<file path="src/rtl/dpram_mailbox_pkg.sv">
package dpram_mailbox_pkg;

  typedef enum logic {
    SIDE_LEFT  = 1'b0,
    SIDE_RIGHT = 1'b1
  } side_e;

  // strobes handed from control to datapath each cycle
  typedef struct packed {
    logic wrLeft;
    logic wrRight;
    logic rdLeft;
    logic rdRight;
  } portStrobe_t;

endpackage

</file>
<file path="src/rtl/dpram_irq_flag.sv">
module dpram_irq_flag (
  input  logic clk,
  input  logic rstN,
  input  logic setReq,
  input  logic clrReq,
  output logic flagN
);

  always_ff @(posedge clk) begin
    if (!rstN) begin
      flagN <= 1'b1;
    end else if (setReq) begin
      flagN <= 1'b0;            // set dominates a same-cycle clear
    end else if (clrReq) begin
      flagN <= 1'b1;
    end
  end

endmodule

</file>
<file path="src/rtl/dpram_datapath.sv">
module dpram_datapath
  import dpram_mailbox_pkg::*;
#(
  parameter int ADDR_W = 8,
  parameter int DATA_W = 8
) (
  input  logic              clk,
  input  logic              rstN,
  input  portStrobe_t       stb,
  input  logic [ADDR_W-1:0] addrL,
  input  logic [ADDR_W-1:0] addrR,
  input  logic [DATA_W-1:0] wrDataL,
  input  logic [DATA_W-1:0] wrDataR,
  output logic [DATA_W-1:0] rdDataL,
  output logic [DATA_W-1:0] rdDataR
);

  localparam int DEPTH = 1 << ADDR_W;
  localparam logic [ADDR_W-1:0] BOX_OF_RIGHT = {ADDR_W{1'b1}};
  localparam logic [ADDR_W-1:0] BOX_OF_LEFT  = {{(ADDR_W-1){1'b1}}, 1'b0};

  logic [DATA_W-1:0] mem [DEPTH];
  logic [DATA_W-1:0] boxLeftQ;
  logic [DATA_W-1:0] boxRightQ;

  logic isBoxL, isBoxR;
  assign isBoxL = (addrL == BOX_OF_LEFT) || (addrL == BOX_OF_RIGHT);
  assign isBoxR = (addrR == BOX_OF_LEFT) || (addrR == BOX_OF_RIGHT);

  // plain array: right applied first so a same-word left write lands last
  always_ff @(posedge clk) begin
    if (stb.wrRight && !isBoxR) mem[addrR] <= wrDataR;
    if (stb.wrLeft && !isBoxL)  mem[addrL] <= wrDataL;
  end

  // mailbox words live in reset flops
  always_ff @(posedge clk) begin
    if (!rstN) begin
      boxLeftQ  <= '0;
      boxRightQ <= '0;
    end else begin
      if (stb.wrRight && addrR == BOX_OF_LEFT)  boxLeftQ  <= wrDataR;
      if (stb.wrRight && addrR == BOX_OF_RIGHT) boxRightQ <= wrDataR;
      if (stb.wrLeft && addrL == BOX_OF_LEFT)   boxLeftQ  <= wrDataL;
      if (stb.wrLeft && addrL == BOX_OF_RIGHT)  boxRightQ <= wrDataL;
    end
  end

  function automatic logic [DATA_W-1:0] fetch(input logic [ADDR_W-1:0] a);
    if (a == BOX_OF_RIGHT)     return boxRightQ;
    else if (a == BOX_OF_LEFT) return boxLeftQ;
    else                       return mem[a];
  endfunction

  logic [ADDR_W-1:0] rdAddr [2];
  logic              rdEn   [2];
  logic [DATA_W-1:0] rdQ    [2];

  assign rdAddr[0] = addrL;
  assign rdAddr[1] = addrR;
  assign rdEn[0]   = stb.rdLeft;
  assign rdEn[1]   = stb.rdRight;

  for (genvar p = 0; p < 2; p++) begin : g_rdPort
    always_ff @(posedge clk) begin
      if (!rstN) begin
        rdQ[p] <= '0;
      end else if (rdEn[p]) begin
        rdQ[p] <= fetch(rdAddr[p]);
      end
    end
  end

  assign rdDataL = rdQ[0];
  assign rdDataR = rdQ[1];

endmodule

</file>
<file path="src/rtl/dpram_ctrl.sv">
module dpram_ctrl
  import dpram_mailbox_pkg::*;
#(
  parameter int ADDR_W = 8
) (
  input  logic              clk,
  input  logic              rstN,
  input  logic              masterMode,
  input  logic              ceLN,
  input  logic              weLN,
  input  logic              oeLN,
  input  logic [ADDR_W-1:0] addrL,
  input  logic              busyInLN,
  input  logic              ceRN,
  input  logic              weRN,
  input  logic              oeRN,
  input  logic [ADDR_W-1:0] addrR,
  input  logic              busyInRN,
  output portStrobe_t       stb,
  output logic              busyLN,
  output logic              busyRN,
  output logic              intLN,
  output logic              intRN
);

  localparam logic [ADDR_W-1:0] BOX_OF_RIGHT = {ADDR_W{1'b1}};
  localparam logic [ADDR_W-1:0] BOX_OF_LEFT  = {{(ADDR_W-1){1'b1}}, 1'b0};

  logic enL, enR, match;
  logic lastEnL, lastEnR;
  logic [ADDR_W-1:0] lastAddrL, lastAddrR;
  logic matchQ;
  side_e loserQ, loserNow;
  logic rightHeldFirst;
  logic blockL, blockR;

  assign enL   = !ceLN;
  assign enR   = !ceRN;
  assign match = enL && enR && (addrL == addrR);

  // right wins only if it sat on the word alone one cycle earlier
  assign rightHeldFirst = lastEnR && (lastAddrR == addrR) &&
                          !(lastEnL && (lastAddrL == addrL));

  always_comb begin
    if (matchQ)              loserNow = loserQ;
    else if (rightHeldFirst) loserNow = SIDE_LEFT;
    else                     loserNow = SIDE_RIGHT;
  end

  assign blockL = masterMode ? (match && loserNow == SIDE_LEFT)  : !busyInLN;
  assign blockR = masterMode ? (match && loserNow == SIDE_RIGHT) : !busyInRN;

  always_comb begin
    stb.wrLeft  = enL && !weLN && !blockL;
    stb.wrRight = enR && !weRN && !blockR;
    stb.rdLeft  = enL && weLN && !oeLN;
    stb.rdRight = enR && weRN && !oeRN;
  end

  always_ff @(posedge clk) begin
    if (!rstN) begin
      lastEnL   <= 1'b0;
      lastEnR   <= 1'b0;
      lastAddrL <= '0;
      lastAddrR <= '0;
      matchQ    <= 1'b0;
      loserQ    <= SIDE_RIGHT;
      busyLN    <= 1'b1;
      busyRN    <= 1'b1;
    end else begin
      lastEnL   <= enL;
      lastEnR   <= enR;
      lastAddrL <= addrL;
      lastAddrR <= addrR;
      matchQ    <= match;
      loserQ    <= loserNow;
      busyLN    <= !(masterMode && match && loserNow == SIDE_LEFT);
      busyRN    <= !(masterMode && match && loserNow == SIDE_RIGHT);
    end
  end

  logic setIntL, clrIntL, setIntR, clrIntR;
  assign setIntR = stb.wrLeft  && (addrL == BOX_OF_RIGHT);
  assign clrIntR = stb.rdRight && (addrR == BOX_OF_RIGHT);
  assign setIntL = stb.wrRight && (addrR == BOX_OF_LEFT);
  assign clrIntL = stb.rdLeft  && (addrL == BOX_OF_LEFT);

  dpram_irq_flag u_irqLeft (
    .clk(clk), .rstN(rstN), .setReq(setIntL), .clrReq(clrIntL), .flagN(intLN)
  );
  dpram_irq_flag u_irqRight (
    .clk(clk), .rstN(rstN), .setReq(setIntR), .clrReq(clrIntR), .flagN(intRN)
  );

endmodule

</file>
<file path="src/rtl/dpram_mailbox.sv">
module dpram_mailbox
  import dpram_mailbox_pkg::*;
#(
  parameter int ADDR_W = 8,
  parameter int DATA_W = 8
) (
  input  logic              clk,
  input  logic              rstN,
  input  logic              masterMode,
  input  logic              leftCeN,
  input  logic              leftWeN,
  input  logic              leftOeN,
  input  logic [ADDR_W-1:0] leftAddr,
  input  logic [DATA_W-1:0] leftWrData,
  output logic [DATA_W-1:0] leftRdData,
  input  logic              leftBusyInN,
  output logic              leftBusyN,
  output logic              leftIntN,
  input  logic              rightCeN,
  input  logic              rightWeN,
  input  logic              rightOeN,
  input  logic [ADDR_W-1:0] rightAddr,
  input  logic [DATA_W-1:0] rightWrData,
  output logic [DATA_W-1:0] rightRdData,
  input  logic              rightBusyInN,
  output logic              rightBusyN,
  output logic              rightIntN
);

  portStrobe_t stb;

  dpram_ctrl #(.ADDR_W(ADDR_W)) u_ctrl (
    .clk(clk), .rstN(rstN), .masterMode(masterMode),
    .ceLN(leftCeN), .weLN(leftWeN), .oeLN(leftOeN), .addrL(leftAddr),
    .busyInLN(leftBusyInN),
    .ceRN(rightCeN), .weRN(rightWeN), .oeRN(rightOeN), .addrR(rightAddr),
    .busyInRN(rightBusyInN),
    .stb(stb),
    .busyLN(leftBusyN), .busyRN(rightBusyN),
    .intLN(leftIntN), .intRN(rightIntN)
  );

  dpram_datapath #(.ADDR_W(ADDR_W), .DATA_W(DATA_W)) u_data (
    .clk(clk), .rstN(rstN), .stb(stb),
    .addrL(leftAddr), .addrR(rightAddr),
    .wrDataL(leftWrData), .wrDataR(rightWrData),
    .rdDataL(leftRdData), .rdDataR(rightRdData)
  );

endmodule

</file>
<file path="config.mk">
export PLATFORM = sky130hd
export DESIGN_NAME = dpram_mailbox
export DESIGN_NICKNAME = d
export VERILOG_FILES = /design/src/rtl/dpram_mailbox_pkg.sv /design/src/rtl/dpram_irq_flag.sv /design/src/rtl/dpram_datapath.sv /design/src/rtl/dpram_ctrl.sv /design/src/rtl/dpram_mailbox.sv
export SDC_FILE = /design/constraint.sdc
export NUM_CORES = 2
export LEC_CHECK = 0
export BUFFER_PORTS_ARGS = -buffer_cell sky130_fd_sc_hd__buf_2
export CORE_AREA = 10 10 474 476
export DETAILED_ROUTE_END_ITERATION = 7
export DIE_AREA = 0 0 484 486
export PLACE_DENSITY_LB_ADDON = 0.3
export SLEW_MARGIN = 20
export SYNTH_ARGS = -nofsm -noshare
export SYNTH_HDL_FRONTEND = slang
export SYNTH_HIERARCHICAL = 1
export SYNTH_SLANG_ARGS = --single-unit
</file>
<file path="constraint.sdc">
create_clock -name clk -period 4.35 [get_ports clk]
set_input_delay 1.305 -clock clk [delete_from_list [all_inputs] [get_ports clk]]
set_output_delay 1.305 -clock clk [all_outputs]
set_load 0.01 [all_outputs]
</file>
==> results.md <==
* Outcome: complete, but fails checks
* Failing checks: negative setup slack
* Tcrit/Tclk final at 1.00
* WHS Path Cells at 2
* Top cells by area, synth: edfxtp_1 (49%), mux2_2 (18%), mux4_2 (18%)
* Netlist cell types at 82
* Leakage at 51.4 nW
* CP Class: in2reg
* RR Endpoint: u_data/mem[47][0]
* Maximum VDD drop at 0.461 mV
* CP arrival at 5.02 ns
* P_int at 36.5 mW
* Final nets at 9,160
* FF-to-FF Start: u_ctrl/lastAddrL[6]
* Most common cell in the synthesized netlist: mux2_2
* CTS root buf: clkbuf_16
* Slew Limit Fails at 0
* Ys flop type: edfxtp_1
* Horiz. Die Dim at 484 µm
* Global Route met1 Usage at 0.526
* Via-to-Cell Ratio at 7.75
* Power density cells at 329 mW/mm²
* DR pass1 iterations at 7
* GRT overflow at 0
* Highest Clock Rate at 0.229 GHz
* CTS clk-pin slew, worst paths at 0.06 ns
* # Post-CTS Setup Buffers at 0
* Setup Viol. Count Final at 1
* Final Wtd Congestion at 1.11
* Yosys top cell area share at 0.491
* PortBufs at 62
* Initial Utilization at 0.586
* Design area at 0.150 mm²
* Max clock buf depth at 3
* RSZ-0062 raised after global routing: no
* Max Cap Violations at 0
* Top cells by count, synth: mux2_2 (2,073), edfxtp_1 (2,064), mux4_2 (1,001)
* Synth Area in Compound Gates at 0.0410
* Sw Share at 0.259
* Final min period at 4.36 ns
* Ports at 63
* Final Hold Viols at 0
* Final WS setup at -0.0114 ns
* Post-synthesis simple-gate area fraction at 0.0354
* Power share of the combinational group at 0.136
* Post-placement worst setup slack at -0.689 ns
* Clock power frac at 0.410
* Vias in the first global route at 91,662
* H-tree Lvls at 4
* Post-Layout Cell Count at 12,212
* # fillers at 14,133
* Core ar. at 0.216 mm²
* Number of flops mapped to enable cells by yosys at 2,064
* Post-Syn Area per Cell at 15.4 µm²
* GRT Total Usage at 0.428
* DRT Wirelength at 516,000 µm
* CP Max Fanout at 22
* Largest net degree at the start of global routing at 123
* CTS tree: yes
* Hold crit path type: reg2reg
* DIE AREA at 0.235 mm²
* Grt met3 use at 0.179
* CTS Hold Bufs at 0
* Vias at 94,594
* #FFs+latches synth at 2,104
* Post-Synth XOR/XNOR Area at 0.00166
* # resized after CTS at 0
* Die height at 486 µm
* Fraction of layout cells with a size suffix above 1 at 0.565
* Antenna viol nets, final at 0
* Top Usage Layer GRT: met2
* Placed instance area at 0.142 mm²
* Startpoint Class: input pin
* Register area share after synthesis at 0.497
* Largest family of logic cells by synthesized area: multiplexers
* Crit. End Element: register
* Cells after synthesis at 8,190
* Clk sinks at 2,104
* Clk_lat worst skew at 0.94 ns
* Worst R2R Path Depth at 11
* R2R setup slack at 0.43 ns
* Antenna violations before repair at 65
* DRC errors left at 0
* Hold_sp: u_ctrl/u_irqLeft/flagN
* Cell Rows at 171
* GRT met2 Usage at 0.610
* Hold EP: u_ctrl/u_irqLeft/flagN
* Post-Synth Adder-Cell Area at 0
* Cell taking the most area after synthesis: edfxtp_1
* Sequential share of power at 0.453
* Placed Instances at 11,744
* Initial DRC count at 16,545
* Synth warnings at 6
* First-pass GRT wire length at 718,000 µm
* Worst-Margin Slew at 1.30 ns
* Async SR Flop Fraction at 0
* Slew headroom at 0.130
* Clk_skew at 0.0481 ns
* CTS Buf Count at 225
* CP required at 5.01 ns
* Multiplexer area fraction after synthesis at 0.390
* Switch Pwr at 12.8 mW
* Layout area overhead at 18.9%
* Post-DR wirelength/cell at 42.3 µm
* Post-Syn Area at 0.126 mm²
* Post-detail-place hpwl at 358,000 µm
cells by family (layout without fill, tap and decap cells):
| kind of cell | Yosys count | count (layout) |
|---|---|---|
| DFF | 2104 | 2104 |
| and+or+nand+nor | 913 | 913 |
| AOI/OAI and AO/OA | 776 | 776 |
| buffers and inverters | 958 | 2068 |
| muxes | 3414 | 3414 |
| xor gates and xnor gates | 24 | 24 |
| other | 1 | 59 |
layout make-up:
| class | count | area, µm² | area share |
|---|---|---|---|
| clock buffers | 262 | 5830 | 0.0388 |
| inverters | 14 | 60.1 | 0.000400 |
| well taps | 2854 | 3570 | 0.0238 |
| multi-input cells | 5143 | 59500 | 0.397 |
| diodes | 43 | 108 | 0.000717 |
| flip-flops and latches | 2104 | 62800 | 0.418 |
| clock inverters | 163 | 1850 | 0.0123 |
| repair buffers | 1629 | 16400 | 0.109 |
metrics by stage:
step	setup TNS, ns	hold WS [ns]	utilization	total power, mW
final	-0.0114	0.518	0.696	49.3
after global routing	0	0.543	0.696	50.1
after floorplan	-2.29	0.523	-	26.2
after global placement	-943.08	0.488	0.660	29.0
after detailed placement	-1094.01	0.503	0.660	29.1
after CTS	0	0.513	0.696	49.0
power by group through the flow:
stage | Combinational, mW | Sequential, mW | Clock [mW]
2_1_floorplan | 3.47 | 22.8 | 0
3_3_place_gp | 6.21 | 22.8 | 0
3_5_place_dp | 6.32 | 22.8 | 0
4_1_cts | 6.37 | 22.4 | 20.3
5_1_grt | 6.71 | 22.4 | 21.0
6_report | 6.72 | 22.4 | 20.2
state kept, by name, indices dropped and copies added, names as in the netlist:
register / count
u_ctrl/busyRN: 1
u_ctrl/busyLN: 1
u_ctrl/lastEnL: 1
u_data/rdQ: 16
u_data/boxRightQ: 8
u_data/boxLeftQ: 8
u_ctrl/matchQ: 1
u_ctrl/loserQ: 1
u_data/mem: 2048
u_ctrl/lastEnR: 1
u_ctrl/u_irqRight/flagN: 1
u_ctrl/lastAddrR: 8
u_ctrl/u_irqLeft/flagN: 1
u_ctrl/lastAddrL: 8
cell usage in the layout, fill, tap and decap left out, types with 23 or more instances in the layout:
cell       Yosys  routed
mux4_2      1001    1001
nor2_1       149     145
nor3_1        35      33
nor2b_1       37      30
nand3_1      119     110
a32oi_1       23      23
o21ai_2        0      40
mux2_2      2073    2073
buf_4         60    1239
clkinv_2       0      59
bufinv_16      0      31
clkinv_1       2      48
clkbuf_16      0     228
o22ai_1      193     193
nor2_2        92      94
a31oi_1       23      23
nand2_2       21      25
a221oi_1      24      24
a211oi_1      32      32
nand2_1      317     313
buf_2        145      37
diode_2        0      43
mux2i_1      329     329
edfxtp_1    2064    2064
a21oi_1       87      87
dfxtp_1       40      40
clkbuf_1     639      34
nand4_1       29      29
o21ai_0      166     122
a22oi_1       83      83
buf_12         0     328
metal layers:
layer	share of wire	wire, µm
met5	0.0013	687
met4	0.092	47600
met3	0.16	83200
met2	0.42	218000
met1	0.32	167000
how the worst max path moves through the flow:
stage,start,endpoint,slack (ns),cells past startpoint
2_1_floorplan,leftAddr[0],u_data/mem[23][0],-0.05,11
5_1_grt,leftAddr[0],u_data/rdQ[0][2],0.10,11
6_report,leftAddr[0],u_data/rdQ[0][2],-0.01,11
3_3_place_gp,leftAddr[0],u_data/rdQ[0][1],-0.82,9
4_1_cts,leftAddr[0],u_data/rdQ[0][2],0.24,11
3_5_place_dp,leftAddr[0],u_data/rdQ[0][2],-0.69,11
critical path: stages:
cell	delay, ns
buf_8	0.11
buf_12	0.22
buf_12	0.18
buf_12	0.17
mux4_2	0.56
mux4_2	0.50
nor2b_1	0.15
a211oi_1	1.02
buf_4	0.27
nor4_1	0.07
a2111o_1	0.37
Power figures use the tool's default switching activity.
